## config.mk

```make
export PLATFORM = sky130hd
export DESIGN_NAME = mulSerialSigned
export DESIGN_NICKNAME = d
export VERILOG_FILES = /design/src/rtl/mulPkg.sv /design/src/rtl/mulCtrl.sv /design/src/rtl/mulPath.sv /design/src/rtl/mulSerialSigned.sv
export SDC_FILE = /design/constraint.sdc
export NUM_CORES = 1
export LEC_CHECK = 0
export BUFFER_PORTS_ARGS = -buffer_cell sky130_fd_sc_hd__buf_2
export CORE_AREA = 8 8 71 73
export CTS_CLUSTER_SIZE = 8
export DETAILED_ROUTE_END_ITERATION = 10
export DIE_AREA = 0 0 79 81
export GPL_TIMING_DRIVEN = 0
export PLACE_DENSITY = 0.87
export SYNTH_ARGS = -nofsm -noshare
export SYNTH_HDL_FRONTEND = slang
export SYNTH_SLANG_ARGS = --single-unit
```

## constraint.sdc

```tcl
create_clock -name clk -period 5.89 [get_ports clk]
set_input_delay 0.8835 -clock clk [delete_from_list [all_inputs] [get_ports clk]]
set_output_delay 0.8835 -clock clk [all_outputs]
set_load 0.05 [all_outputs]
```

## src/rtl/mulPkg.sv

```systemverilog
package mulPkg;
  // Strobes from the sequencer to the datapath
  typedef struct packed {
    logic load;  // capture operands, clear accumulator
    logic step;  // perform one add/shift step
    logic last;  // current step uses the sign bit of the multiplier
  } mulCtrlT;
endpackage

```

## src/rtl/mulCtrl.sv

```systemverilog
module mulCtrl
  import mulPkg::*;
#(
  parameter int N = 8
) (
  input  logic    clk,
  input  logic    rstN,
  input  logic    start,
  output mulCtrlT ctrl,
  output logic    busy,
  output logic    done
);
  localparam int CW = (N > 2) ? $clog2(N) : 1;
  localparam logic [CW-1:0] LastCnt = CW'(N - 1);

  logic          busyQ;
  logic          doneQ;
  logic [CW-1:0] cnt;

  always_ff @(posedge clk or negedge rstN) begin
    if (!rstN) begin
      busyQ <= 1'b0;
      doneQ <= 1'b0;
      cnt   <= '0;
    end else begin
      doneQ <= 1'b0;
      if (!busyQ) begin
        if (start) begin
          busyQ <= 1'b1;
          cnt   <= '0;
        end
      end else begin
        cnt <= cnt + 1'b1;
        if (cnt == LastCnt) begin
          busyQ <= 1'b0;
          doneQ <= 1'b1;
        end
      end
    end
  end

  always_comb begin
    ctrl.load = !busyQ && start;
    ctrl.step = busyQ;
    ctrl.last = busyQ && (cnt == LastCnt);
  end

  assign busy = busyQ;
  assign done = doneQ;

  // an idle start is taken
  a_r2_start_taken: assert property (@(posedge clk) disable iff (!rstN)
    (!busy && start) |=> busy);
  // nothing but the final step ends an operation
  a_r6_busy_holds: assert property (@(posedge clk) disable iff (!rstN)
    (busy && !ctrl.last) |=> busy);
  // the final step is followed by done and idle
  a_r3_done_after_last: assert property (@(posedge clk) disable iff (!rstN)
    ctrl.last |=> (done && !busy));
  // done lasts one cycle
  a_r3_done_pulse: assert property (@(posedge clk) disable iff (!rstN)
    done |=> !done);
  // step counter stays within N steps
  a_r3_cnt_range: assert property (@(posedge clk) disable iff (!rstN)
    busy |-> (int'(cnt) < N));
endmodule

```

## src/rtl/mulPath.sv

```systemverilog
module mulPath
  import mulPkg::*;
#(
  parameter int N = 8
) (
  input  logic           clk,
  input  logic           rstN,
  input  mulCtrlT        ctrl,
  input  logic [N-1:0]   a,
  input  logic [N-1:0]   b,
  output logic [2*N-1:0] product
);
  localparam int HW = N + 1;  // upper half with one guard bit

  logic [N-1:0]  mcand;
  logic [N-1:0]  mplier;
  logic [HW-1:0] accHi;
  logic [N-1:0]  accLo;
  logic [HW-1:0] addend;
  logic [HW-1:0] partSum;

  always_comb begin
    addend = {mcand[N-1], mcand};
    if (!mplier[0])      partSum = accHi;
    else if (ctrl.last)  partSum = accHi - addend;
    else                 partSum = accHi + addend;
  end

  always_ff @(posedge clk or negedge rstN) begin
    if (!rstN) begin
      mcand  <= '0;
      mplier <= '0;
      accHi  <= '0;
      accLo  <= '0;
    end else if (ctrl.load) begin
      mcand  <= a;
      mplier <= b;
      accHi  <= '0;
      accLo  <= '0;
    end else if (ctrl.step) begin
      accHi  <= {partSum[HW-1], partSum[HW-1:1]};
      accLo  <= {partSum[0], accLo[N-1:1]};
      mplier <= {1'b0, mplier[N-1:1]};
    end
  end

  assign product = {accHi[N-1:0], accLo};

  // idle without load keeps the product
  a_r7_idle_hold: assert property (@(posedge clk) disable iff (!rstN)
    (!ctrl.step && !ctrl.load) |=> $stable(product));
  // a load never coincides with a running step
  a_r6_no_load_in_step: assert property (@(posedge clk) disable iff (!rstN)
    ctrl.step |-> !ctrl.load);
  // an accepted start clears the product
  a_r7_load_clears: assert property (@(posedge clk) disable iff (!rstN)
    ctrl.load |=> (product == '0));
endmodule

```

## src/rtl/mulSerialSigned.sv

```systemverilog
module mulSerialSigned
  import mulPkg::*;
#(
  parameter int N = 8
) (
  input  logic           clk,
  input  logic           rstN,
  input  logic           start,
  input  logic [N-1:0]   a,
  input  logic [N-1:0]   b,
  output logic           busy,
  output logic           done,
  output logic [2*N-1:0] product
);
  mulCtrlT ctrl;

  mulCtrl #(.N(N)) uCtrl (
    .clk   (clk),
    .rstN  (rstN),
    .start (start),
    .ctrl  (ctrl),
    .busy  (busy),
    .done  (done)
  );

  mulPath #(.N(N)) uPath (
    .clk     (clk),
    .rstN    (rstN),
    .ctrl    (ctrl),
    .a       (a),
    .b       (b),
    .product (product)
  );
endmodule

```

# ---- Yosys cells after proc, flatten, opt, wreduce, memory -nomap -nowiden
# Index checks and enable logic that the tools add are counted.
dict set report op_classes {
  n_reduce_logical 5
  n_addsub 3
  n_mux 15
  n_eq_ne 1
}
# operator count
set op_table {}
lappend op_table {{two-way mux 9 bit} 4}
lappend op_table {{two-way mux 8 bit} 4}
lappend op_table {{adder 9 bit} 1}
lappend op_table {{subtractor 9 bit} 1}
lappend op_table {{two-way mux 3 bit} 2}
lappend op_table {{two-way mux 1 bit} 5}
lappend op_table {{nonzero test 2 bit} 2}
lappend op_table {{adder 3 x 1 -> 3 bit, second input constant} 1}
lappend op_table {{equality test 3 bit, second input constant} 1}
lappend op_table {{logical AND 1 bit} 2}
lappend op_table {{logical NOT 1 bit} 1}
dict set report word_totals {
  input_bits 19
  output_inout_bits 18
  regBits 38
}

# ---- Longest topological paths before layout
dict set report depth {
  ltp_word 6
  ltp_mapped 13
}

# ---- Modules after synthesis
# A second synthesis with hierarchy kept.
dict set report hier_totals {
  cells_unflattened 219
  area_unflattened_um2 2152.1
}
# mod n_inst area_each_um2 cells_each seq_area_each_um2
set by_module_without_submodules {}
lappend by_module_without_submodules {mulPath 1 1925.6 202 800.8}
lappend by_module_without_submodules {mulCtrl 1 226.5 17 125.1}

# ---- Least setup slack after synthesis
# No wires, ideal clock.
dict set report synth_timing {
  kind {register to register}
  startpoint {register uCtrl.busyQ, in the netlist uCtrl.busy}
  endpoint {register uPath.accHi[7]}
  path_stages_with_launch 13
  arrival_time_ns 2.489
  setup_slack_ns 3.281
  n_path_buf 1
  setup_time_ns 0.119
  cell_sequence {dfrtp_1 -> buf_6 -> nand2_4 -> inv_2 -> a21oi_1 -> xnor2_1 -> ha_1 -> a21o_1 -> a21o_1 -> a221oi_2 -> or4_1 -> o2111a_1 -> nand2_1}
}
# item line_no
set synth_lines {}
lappend synth_lines {{start, declared} mulCtrl.sv:16} ;# logic busyQ;
lappend synth_lines {{start signal, assigned} mulCtrl.sv:22} ;# busyQ <= 1'b0;
lappend synth_lines {{start signal, assigned} mulCtrl.sv:29} ;# busyQ <= 1'b1;
lappend synth_lines {{start signal, assigned} mulCtrl.sv:35} ;# busyQ <= 1'b0;
lappend synth_lines {{end signal, assigned} mulPath.sv:41} ;# accHi <= {partSum[HW-1], partSum[HW-1:1]};
lappend synth_lines {{end, declared} mulPath.sv:17} ;# logic [HW-1:0] accHi;

==> metrics <==
All-Layer GR Usage 0.154; DPL Wire Length 3450 um; total core area 3910 um^2; hold endpoint uPath.mplier[5]; CTS tree built; fin crit period 2.94 ns; final setup fails 0; initial antenna violation count 0; hold path startpoint uPath.mplier[6]; Syn Inst Count 209; synth top area cells dfrtp_1 (45%), ha_1 (6.7%), nand2_1 (5.5%); Top FF cell, synth dfrtp_1; reg2reg setup slack 2.95 ns; WL/cell 15.5 um; postcts setup bufs 0; Worst EP required 6.08 ns; max cap viols 0; Worst R2R End uPath.accHi[7]; DRC viols 0; area leader, netlist dfrtp_1; status complete, no violations; Layout area overhead 15.9%; RSZ-0062 raised after global routing no; gr ovfl total 0; number of synthesized flops with an enable pin 0; Rows 23; post-synthesis area per instance 9.88 um^2; Ports 37; Initial Util 0.528; Most Frequent Cell on Critical Path ha_1; R2R depth 13; port bufs 35; arrival time of the worst setup path 3.13 ns; hold_buf cts 0; antenna-violating nets left 0; Reg2Reg Launch Point uCtrl.cnt[0]; worst-path cell chain ha_1, ha_1, nand2_4, inv_2, a21oi_1, xnor2_1, ha_1, a21o_1, a21o_1, a221oi_2, or4_1, o2111a_1, nand2_1; # diodes 0; first-pass GRT wire length 7980 um; Worst Setup End Kind flip-flop; worst-skew pair later-pin latency 0.30 ns; Yosys reg bits 37; GP Congestion 0.919; DR iter-0 viols 109; Final Routed Wirelength 4690 um; slowest CP cell dfrtp_1; period utilization 0.500; Synthesized Nets 240; number of CTS-inserted buffers 5; Worst Max-Slew Pin Slew 0.820 ns; H-tree depth 2; TNS Setup 0 ns; Async SR Flop Fraction 1.00; WHS Path Cells 2; clock root buffer clkbuf_8; CP bufs+invs 1; post_cts resized 0; DR vias 1,734; CP startpoint kind flip-flop; Max Freq 0.340 GHz; endpoints failing hold 0; DIE AREA 6400 um^2; crit-path max FO 8; min-delay worst type flip-flop to flip-flop; Yosys warning count 0; Worst path max stage delay 0.42 ns; CP Class flip-flop to flip-flop; vias per inst 5.74; Yosys cell types 46; Final Skew 0.00964 ns; clk sinks 37; max-slew violations 0; gate family responsible for the most delay along the worst path compound AO/OA/AOI/OAI gates; proportion of layout cells with a drive suffix above 1 0.238; final net count 282; vias in the first global route 1,776; Max Root-Sink Buffers 2; die height 81 um; register area share after synthesis 0.448; largest net degree at the start of global routing 38; Yosys top cell area share 0.448; Die Wd 79 um; TritonRoute pass-1 iters 4; worst rel slew slack 0.453; Mapped Area 2070 um^2; CTS clk-pin slew, worst paths 0.08 ns
==> area by class of cell <==
cell class,instances,area [um^2]
sequential,37,926
fill,349,1520
buffer,9,53.8
clock inverter,3,21.3
multi-input combinational,155,1060
tap,50,62.6
inverter,8,30.0
clock buffer,5,68.8
timing repair buffer,35,175
==> worst register-to-register path, delay by kind of cell, from the launching register on <==
family          cells  cell delay (ns)
compound gates      5             1.07
fa+ha+maj           3             0.76
buf+inv             1             0.08
xor+xnor            1             0.16
flops               1             0.42
simple gates        3             0.33
==> registers in the layout, indices dropped and copies added, names as in the netlist <==
signal and cells:
uPath.mplier 8, uPath.accLo 8, uCtrl.busy 1, uCtrl.cnt 3, uPath.mcand 8, uPath.accHi 8, uCtrl.done 1
==> layout by cell type, fill, tap and decap left out, drive strengths merged, types with 5 or more instances in the layout <==
| master | instances |
|---|---|
| xnor2 | 6 |
| buf | 38 |
| dfrtp | 37 |
| nand3 | 5 |
| ha | 11 |
| o21ai | 20 |
| mux2i | 10 |
| inv | 8 |
| a21o | 5 |
| nor2 | 11 |
| nand2 | 31 |
| a21oi | 8 |
| mux2 | 6 |
| clkbuf | 11 |
==> per-stage QoR <==
| step | util | setup slack [ns] | hold slack (ns) | area (um^2) | std cells |
|---|---|---|---|---|---|
| after global routing | 0.612 | 2.70 | 0.521 | 2390 | 302 |
| after detailed placement | 0.589 | 2.99 | 0.472 | 2300 | 294 |
| after global placement | 0.589 | 3.09 | 0.457 | 2300 | 294 |
| final | 0.612 | 2.95 | 0.492 | 2390 | 302 |
| after floorplan | - | 3.28 | 0.452 | 2070 | 209 |
| after CTS | 0.612 | 2.97 | 0.489 | 2390 | 302 |
==> cells by family after synthesis <==
logic type,Yosys count,synth area share
and+or+nand+nor,64,0.145
muxes,16,0.0812
adders and majority gates,12,0.0763
xor gates and xnor gates,8,0.0339
DFF,37,0.448
buffers and inverters,17,0.0406
AOI/OAI and AO/OA,55,0.174
==> routing by layer <==
metal	routed length [um]	global-route usage	share of wire
met1	2100	0.187	0.45
met2	2260	0.253	0.48
met4	82	0.0741	0.017
met5	0	0	0
met3	235	0.0364	0.050
==> Yosys cell counts, types with 5 or more instances <==
master,count
nor2_1,11
xnor2_1,6
mux2i_1,10
ha_1,11
inv_1,6
mux2_2,6
clkbuf_1,5
dfrtp_1,37
a21oi_1,8
nand2_1,30
o21ai_0,20
nand3_1,5
==> how the worst max path moves through the flow <==
stage,startpoint,end,slack [ns],depth (start not counted)
4_1_cts,uCtrl.cnt[0],uPath.accHi[7],2.97,13
5_1_grt,uPath.mcand[0],uPath.accHi[7],2.70,12
6_report,uCtrl.cnt[0],uPath.accHi[7],2.95,13
3_5_place_dp,uCtrl.cnt[0],uPath.accHi[7],2.99,13
2_1_floorplan,uCtrl.busy,uPath.accHi[7],3.28,12
3_3_place_gp,uCtrl.cnt[0],uPath.accHi[7],3.09,13
Power is not shown: default switching activity piles up to over one toggle a cycle in this logic, so the estimate is an artifact.
